File: src/rtl/tic_pkg.sv
package tic_pkg;
    localparam int STAT_WIDX = 0;
    localparam int CNT_WIDX  = 4;
    localparam int CLR_WIDX  = 12;
    localparam int EN_LSB    = 8;
endpackage

File: src/rtl/tic_addr_dec.sv
module tic_addr_dec #(
    parameter int NUM_TMR = 4,
    parameter int ADDR_W  = 8
) (
    input  logic              bus_sel,
    input  logic              bus_we,
    input  logic [ADDR_W-1:0] bus_addr,
    output logic              stat_wr,
    output logic [NUM_TMR-1:0] clr_hit,
    output logic              rd_req,
    output logic              rd_ok,
    output logic [ADDR_W-3:0] widx
);
    import tic_pkg::*;
    logic aligned;

    always_comb begin
        aligned = (bus_addr[1:0] == 2'b00);
        widx    = bus_addr[ADDR_W-1:2];
        stat_wr = bus_sel && bus_we && aligned && (widx == (ADDR_W-2)'(STAT_WIDX));
        rd_req  = bus_sel && !bus_we;
        rd_ok   = aligned;
    end

    for (genvar i = 0; i < NUM_TMR; i++) begin : g_clr
        assign clr_hit[i] = bus_sel && bus_we && aligned &&
                            (widx == (ADDR_W-2)'(CLR_WIDX + i));
    end
endmodule

File: src/rtl/tic_flag_bank.sv
module tic_flag_bank #(
    parameter int NUM_TMR = 4
) (
    input  logic               clk,
    input  logic               rst_n,
    input  logic [NUM_TMR-1:0] expire,
    input  logic [NUM_TMR-1:0] clr_hit,
    input  logic               stat_wr,
    input  logic [NUM_TMR-1:0] wr_flag_bits,
    input  logic [NUM_TMR-1:0] wr_en_bits,
    output logic [NUM_TMR-1:0] flags,
    output logic [NUM_TMR-1:0] en
);
    typedef struct packed {
        logic [NUM_TMR-1:0] flag;
        logic [NUM_TMR-1:0] en;
    } bank_t;

    bank_t st_d, st_q;

    always_comb begin
        st_d = st_q;
        for (int i = 0; i < NUM_TMR; i++) begin
            if (clr_hit[i] || (stat_wr && !wr_flag_bits[i]))
                st_d.flag[i] = 1'b0;
            if (expire[i])
                st_d.flag[i] = 1'b1;
        end
        if (stat_wr)
            st_d.en = wr_en_bits;
    end

    always_ff @(posedge clk or negedge rst_n) begin
        if (!rst_n) st_q <= '0;
        else        st_q <= st_d;
    end

    assign flags = st_q.flag;
    assign en    = st_q.en;
endmodule

File: src/rtl/tic_read_mux.sv
module tic_read_mux #(
    parameter int NUM_TMR = 4,
    parameter int CNT_W   = 32,
    parameter int ADDR_W  = 8,
    parameter int DATA_W  = 32
) (
    input  logic                       clk,
    input  logic                       rst_n,
    input  logic                       rd_req,
    input  logic                       rd_ok,
    input  logic [ADDR_W-3:0]          widx,
    input  logic [NUM_TMR-1:0]         flags,
    input  logic [NUM_TMR-1:0]         en,
    input  logic [NUM_TMR*CNT_W-1:0]   count,
    output logic [DATA_W-1:0]          rdata
);
    import tic_pkg::*;
    logic [DATA_W-1:0] rdata_d, rdata_q, word;

    always_comb begin
        word = '0;
        if (rd_ok) begin
            if (widx == (ADDR_W-2)'(STAT_WIDX)) begin
                word[NUM_TMR-1:0]       = flags;
                word[EN_LSB +: NUM_TMR] = en;
            end
            for (int i = 0; i < NUM_TMR; i++) begin
                if (widx == (ADDR_W-2)'(CNT_WIDX + i))
                    word = DATA_W'(count[i*CNT_W +: CNT_W]);
            end
        end
        rdata_d = rd_req ? word : rdata_q;
    end

    always_ff @(posedge clk or negedge rst_n) begin
        if (!rst_n) rdata_q <= '0;
        else        rdata_q <= rdata_d;
    end

    assign rdata = rdata_q;
endmodule

File: src/rtl/tmr_irq_ctrl.sv
module tmr_irq_ctrl #(
    parameter int NUM_TMR = 4,
    parameter int CNT_W   = 32,
    parameter int ADDR_W  = 8,
    parameter int DATA_W  = 32
) (
    input  logic                     clk,
    input  logic                     rst_n,
    input  logic                     bus_sel,
    input  logic                     bus_we,
    input  logic [ADDR_W-1:0]        bus_addr,
    input  logic [DATA_W-1:0]        bus_wdata,
    output logic [DATA_W-1:0]        bus_rdata,
    input  logic [NUM_TMR-1:0]       tmr_expire,
    input  logic [NUM_TMR*CNT_W-1:0] tmr_count,
    output logic                     irq
);
    import tic_pkg::*;

    logic               stat_wr, rd_req, rd_ok;
    logic [NUM_TMR-1:0] clr_hit, flags_w, en_w;
    logic [ADDR_W-3:0]  widx;

    tic_addr_dec #(.NUM_TMR(NUM_TMR), .ADDR_W(ADDR_W)) u_dec (
        .bus_sel (bus_sel),
        .bus_we  (bus_we),
        .bus_addr(bus_addr),
        .stat_wr (stat_wr),
        .clr_hit (clr_hit),
        .rd_req  (rd_req),
        .rd_ok   (rd_ok),
        .widx    (widx)
    );

    tic_flag_bank #(.NUM_TMR(NUM_TMR)) u_bank (
        .clk         (clk),
        .rst_n       (rst_n),
        .expire      (tmr_expire),
        .clr_hit     (clr_hit),
        .stat_wr     (stat_wr),
        .wr_flag_bits(bus_wdata[NUM_TMR-1:0]),
        .wr_en_bits  (bus_wdata[EN_LSB +: NUM_TMR]),
        .flags       (flags_w),
        .en          (en_w)
    );

    tic_read_mux #(.NUM_TMR(NUM_TMR), .CNT_W(CNT_W), .ADDR_W(ADDR_W), .DATA_W(DATA_W)) u_rd (
        .clk   (clk),
        .rst_n (rst_n),
        .rd_req(rd_req),
        .rd_ok (rd_ok),
        .widx  (widx),
        .flags (flags_w),
        .en    (en_w),
        .count (tmr_count),
        .rdata (bus_rdata)
    );

    assign irq = |(flags_w & en_w);
endmodule

File: config.mk
export PLATFORM = sky130hd
export DESIGN_NAME = tmr_irq_ctrl
export DESIGN_NICKNAME = d
export VERILOG_FILES = /design/src/rtl/tic_pkg.sv /design/src/rtl/tic_addr_dec.sv /design/src/rtl/tic_flag_bank.sv /design/src/rtl/tic_read_mux.sv /design/src/rtl/tmr_irq_ctrl.sv
export SDC_FILE = /design/constraint.sdc
export NUM_CORES = 1
export LEC_CHECK = 0
export CORE_ASPECT_RATIO = 0.75
export CORE_MARGIN = 2
export CORE_UTILIZATION = 30
export DETAILED_ROUTE_END_ITERATION = 10
export DONT_BUFFER_PORTS = 1
export PLACE_DENSITY_LB_ADDON = 0.15
export SYNTH_ARGS = -nofsm -noshare
export SYNTH_HDL_FRONTEND = slang
export SYNTH_SLANG_ARGS = --single-unit
File: constraint.sdc
create_clock -name clk -period 1.4 [get_ports clk]
set_input_delay 0.07 -clock clk [delete_from_list [all_inputs] [get_ports clk]]
set_output_delay 0.07 -clock clk [all_outputs]
set_load 0.01 [all_outputs]
==> results.toml <==
[power_and_ir_drop]
total_power_mw = 2.734
power_density_nw_per_um2 = 870.8
vdd_drop_max_mv = 0.4427
p_leak_nw = 1.256

[synth]
ys_seq_area_share_pct = 39.20
synth.distinct_cells = 28
synth_cells = 290
syn-num-nets = 466
ys_seq_elements = 40
ys_warn_count = 0
synth_area_um2 = 2554
syn_area_per_cell_um2 = 8.806

[setup_path]
worstPathMaxFanout = 8
critPathArrivalTime_ns = 1.54
crit_path_end_kind = "register"
slowest_delay_ns = 0.51
start_kind = "input pin"
path_class = "in -> reg"
r2r-start = "u_bank.en[3]$_DFFE_PN0N_"
crit_slowest_cell = "or4_4"
crit_start = "bus_addr[4]"
crit_required_ns = 1.56
crit_path_cell_trace = "or4_4, or4b_1, buf_6, mux2_4"

[clock_network]
cts_buffers = 5
clkTransAtPathRegs_ns = 0.06
clock_sinks = 40
insertion_delay_ns = 0.28
htree_levels = 2
cts_tree = "done"
cts-root-buf = "clkbuf_16"
clockBufferDepth = 2

[sta]
fin_crit_sh_pct = 98.02
setup-tns-final_ns = 0
worst_pin_slew_ns = 0.6868
period_needed_ns = 1.372
fin_ws_ns = 0.02769
holdWs_ns = -0.03118
finClkSkew_ns = 0.005289
setup_viol = 0
final_hold_viol_count = 2
maxSlewViolCount = 0
max_slew_margin_pct = 54.06
rsz0062_at_grt = "false"
max_freq_mhz = 728.7

[drt]
via_count = 2373
first_pass_iters = 4
via_per_inst = 5.650
drt_iter0_markers = 83
antenna_left = 0
wl_mm = 8.792
route.detailed.drc = 0
avgRoutedWirePerCell_um = 20.93

[die]
start_util_pct = 30.60
io_pins = 209
core_area_um2 = 8346
dieArea_um2 = 9274
die_y_um = 83.90
rows = 29
die_w_um = 110.5

[global_route]
grt_max_degree = 46
grt_pass1_wl_mm = 14.02
grt_pass1_vias = 2491
antenna_found_initial = 0
grtUsageTotal_pct = 19.07
gr-total-overflow = 0

[placement]
hpwl_mm = 6.008
placed_cells = 382
portBuffers = 0
dp_slack_ns = -0.2753
gp_congestion = 0.7386

[final_layout]
utilization_pct = 37.62
fill_cells = 874
drive_above_1_share_pct = 16.99
final_cell_mix = "o21ai_1, dfrtp_1, nand2_1"
area_growth_pct = 22.93
antennaDiodeCount = 0
num-nets-final = 488
final_common_cell = "o21ai_1"
final_cells = 420

[hold_path]
hold_path.class = "in -> reg"
min_from = "bus_wdata[3]"

[flow_run]
maxCapViolCount = 0

[outcome]
outcome = "finished, violations left"
violations = "negative hold slack"
layout make-up:
class | instances | area [um^2] | share of cell area, %
multi-input combinational | 215 | 1414 | 45.04
tap | 108 | 135.1 | 4.305
clock buffer | 7 | 152.6 | 4.862
inverter | 8 | 30.03 | 0.9566
sequential | 40 | 1001 | 31.89
timing repair buffer | 42 | 406.6 | 12.95
path summary, 6_finish.rpt:
kind	slack, ns	to	depth (start not counted)
worst max register to register	0.47	u_rd.rdata[11]$_DFFE_PN0P_	2
worst max-delay path	0.03	u_bank.en[0]$_DFFE_PN0N_	4
worst min-delay path	-0.03	u_bank.flags[3]$_DFFE_PN0P_	2
max in group asynchronous	0.91	u_rd.rdata[31]$_DFFE_PN0P_	2
worst min register to register	0.55	u_bank.en[2]$_DFFE_PN0N_	1
min in group asynchronous	0.29	u_rd.rdata[24]$_DFFE_PN0P_	2
flip-flops by register name (all words and copies together) (netlist names):
| name | flops |
|---|---|
| u_bank.en | 4 |
| u_rd.rdata | 32 |
| u_bank.flags | 4 |
cells by family (layout without fill, tap and decap cells):
logic type | Yosys count | count (layout) | share of synthesized area [%]
buffers and inverters | 35 | 57 | 5.928
and+or+nand+nor | 60 | 60 | 11.51
DFF | 40 | 40 | 39.20
AOI/OAI and AO/OA | 127 | 127 | 30.43
muxes | 28 | 28 | 12.93
metrics by stage:
step	hold slack [ns]	instance area, um^2
after global routing	0.002433	3139
final	-0.03118	3139
after detailed placement	-0.2243	2656
after CTS	0.0006286	3129
after floorplan	-0.2256	2603
after global placement	-0.2242	2656
critical path, delay by kind of cell:
kind / cells / cell delay, ns
buffers and inverters: 1 / 0.16
muxes: 1 / 0.29
and+or+nand+nor: 2 / 1.00
metal layers:
layer	routed length [um]	up-vias	GRT usage [%]
met5	0	-	0
met4	40	0	3.182
met3	585	4	5.447
met2	4082	111	30.45
met1	4084	1132	26.20
li1	-	1126	-
timing repair:
action,in CTS,in global routing
hold buffers,31,0
endpoints found under the setup margin,0,6
resized for setup,0,2
hold endpoints to repair,73,0
buffers inserted,0,0
Yosys cell counts:
library cell,number,area share [%]
a22oi_1,2,0.59
a2bb2oi_1,16,5.5
a32oi_1,8,2.7
buf_1,1,0.15
buf_2,1,0.20
buf_4,1,0.29
buf_6,2,0.88
clkbuf_1,22,3.2
dfrtp_1,40,39
inv_1,8,1.2
mux2_2,24,11
mux2_4,4,2.4
nand2_1,34,5.0
nand2b_1,6,1.5
nand4_1,1,0.25
nor2_1,10,1.5
nor3_1,2,0.39
nor4_4,1,0.83
nor4bb_1,1,0.39
o21ai_0,68,13
o21ai_1,4,0.78
o21bai_1,1,0.29
o221ai_1,3,1.0
o22ai_1,24,5.9
o31ai_1,1,0.29
or2_2,2,0.49
or4_4,1,0.44
or4b_1,2,0.78
power breakdown:
| group | total, mW | switching, mW | internal (mW) | leakage (nW) |
|---|---|---|---|---|
| sequential | 1.19 | 0.0169 | 1.17 | 0.537 |
| combinational | 0.368 | 0.164 | 0.204 | 0.643 |
| clock | 1.18 | 0.431 | 0.748 | 0.0760 |
| total | 2.73 | 0.612 | 2.12 | 1.26 |
Note: power is estimated with default switching activity, not from simulation.
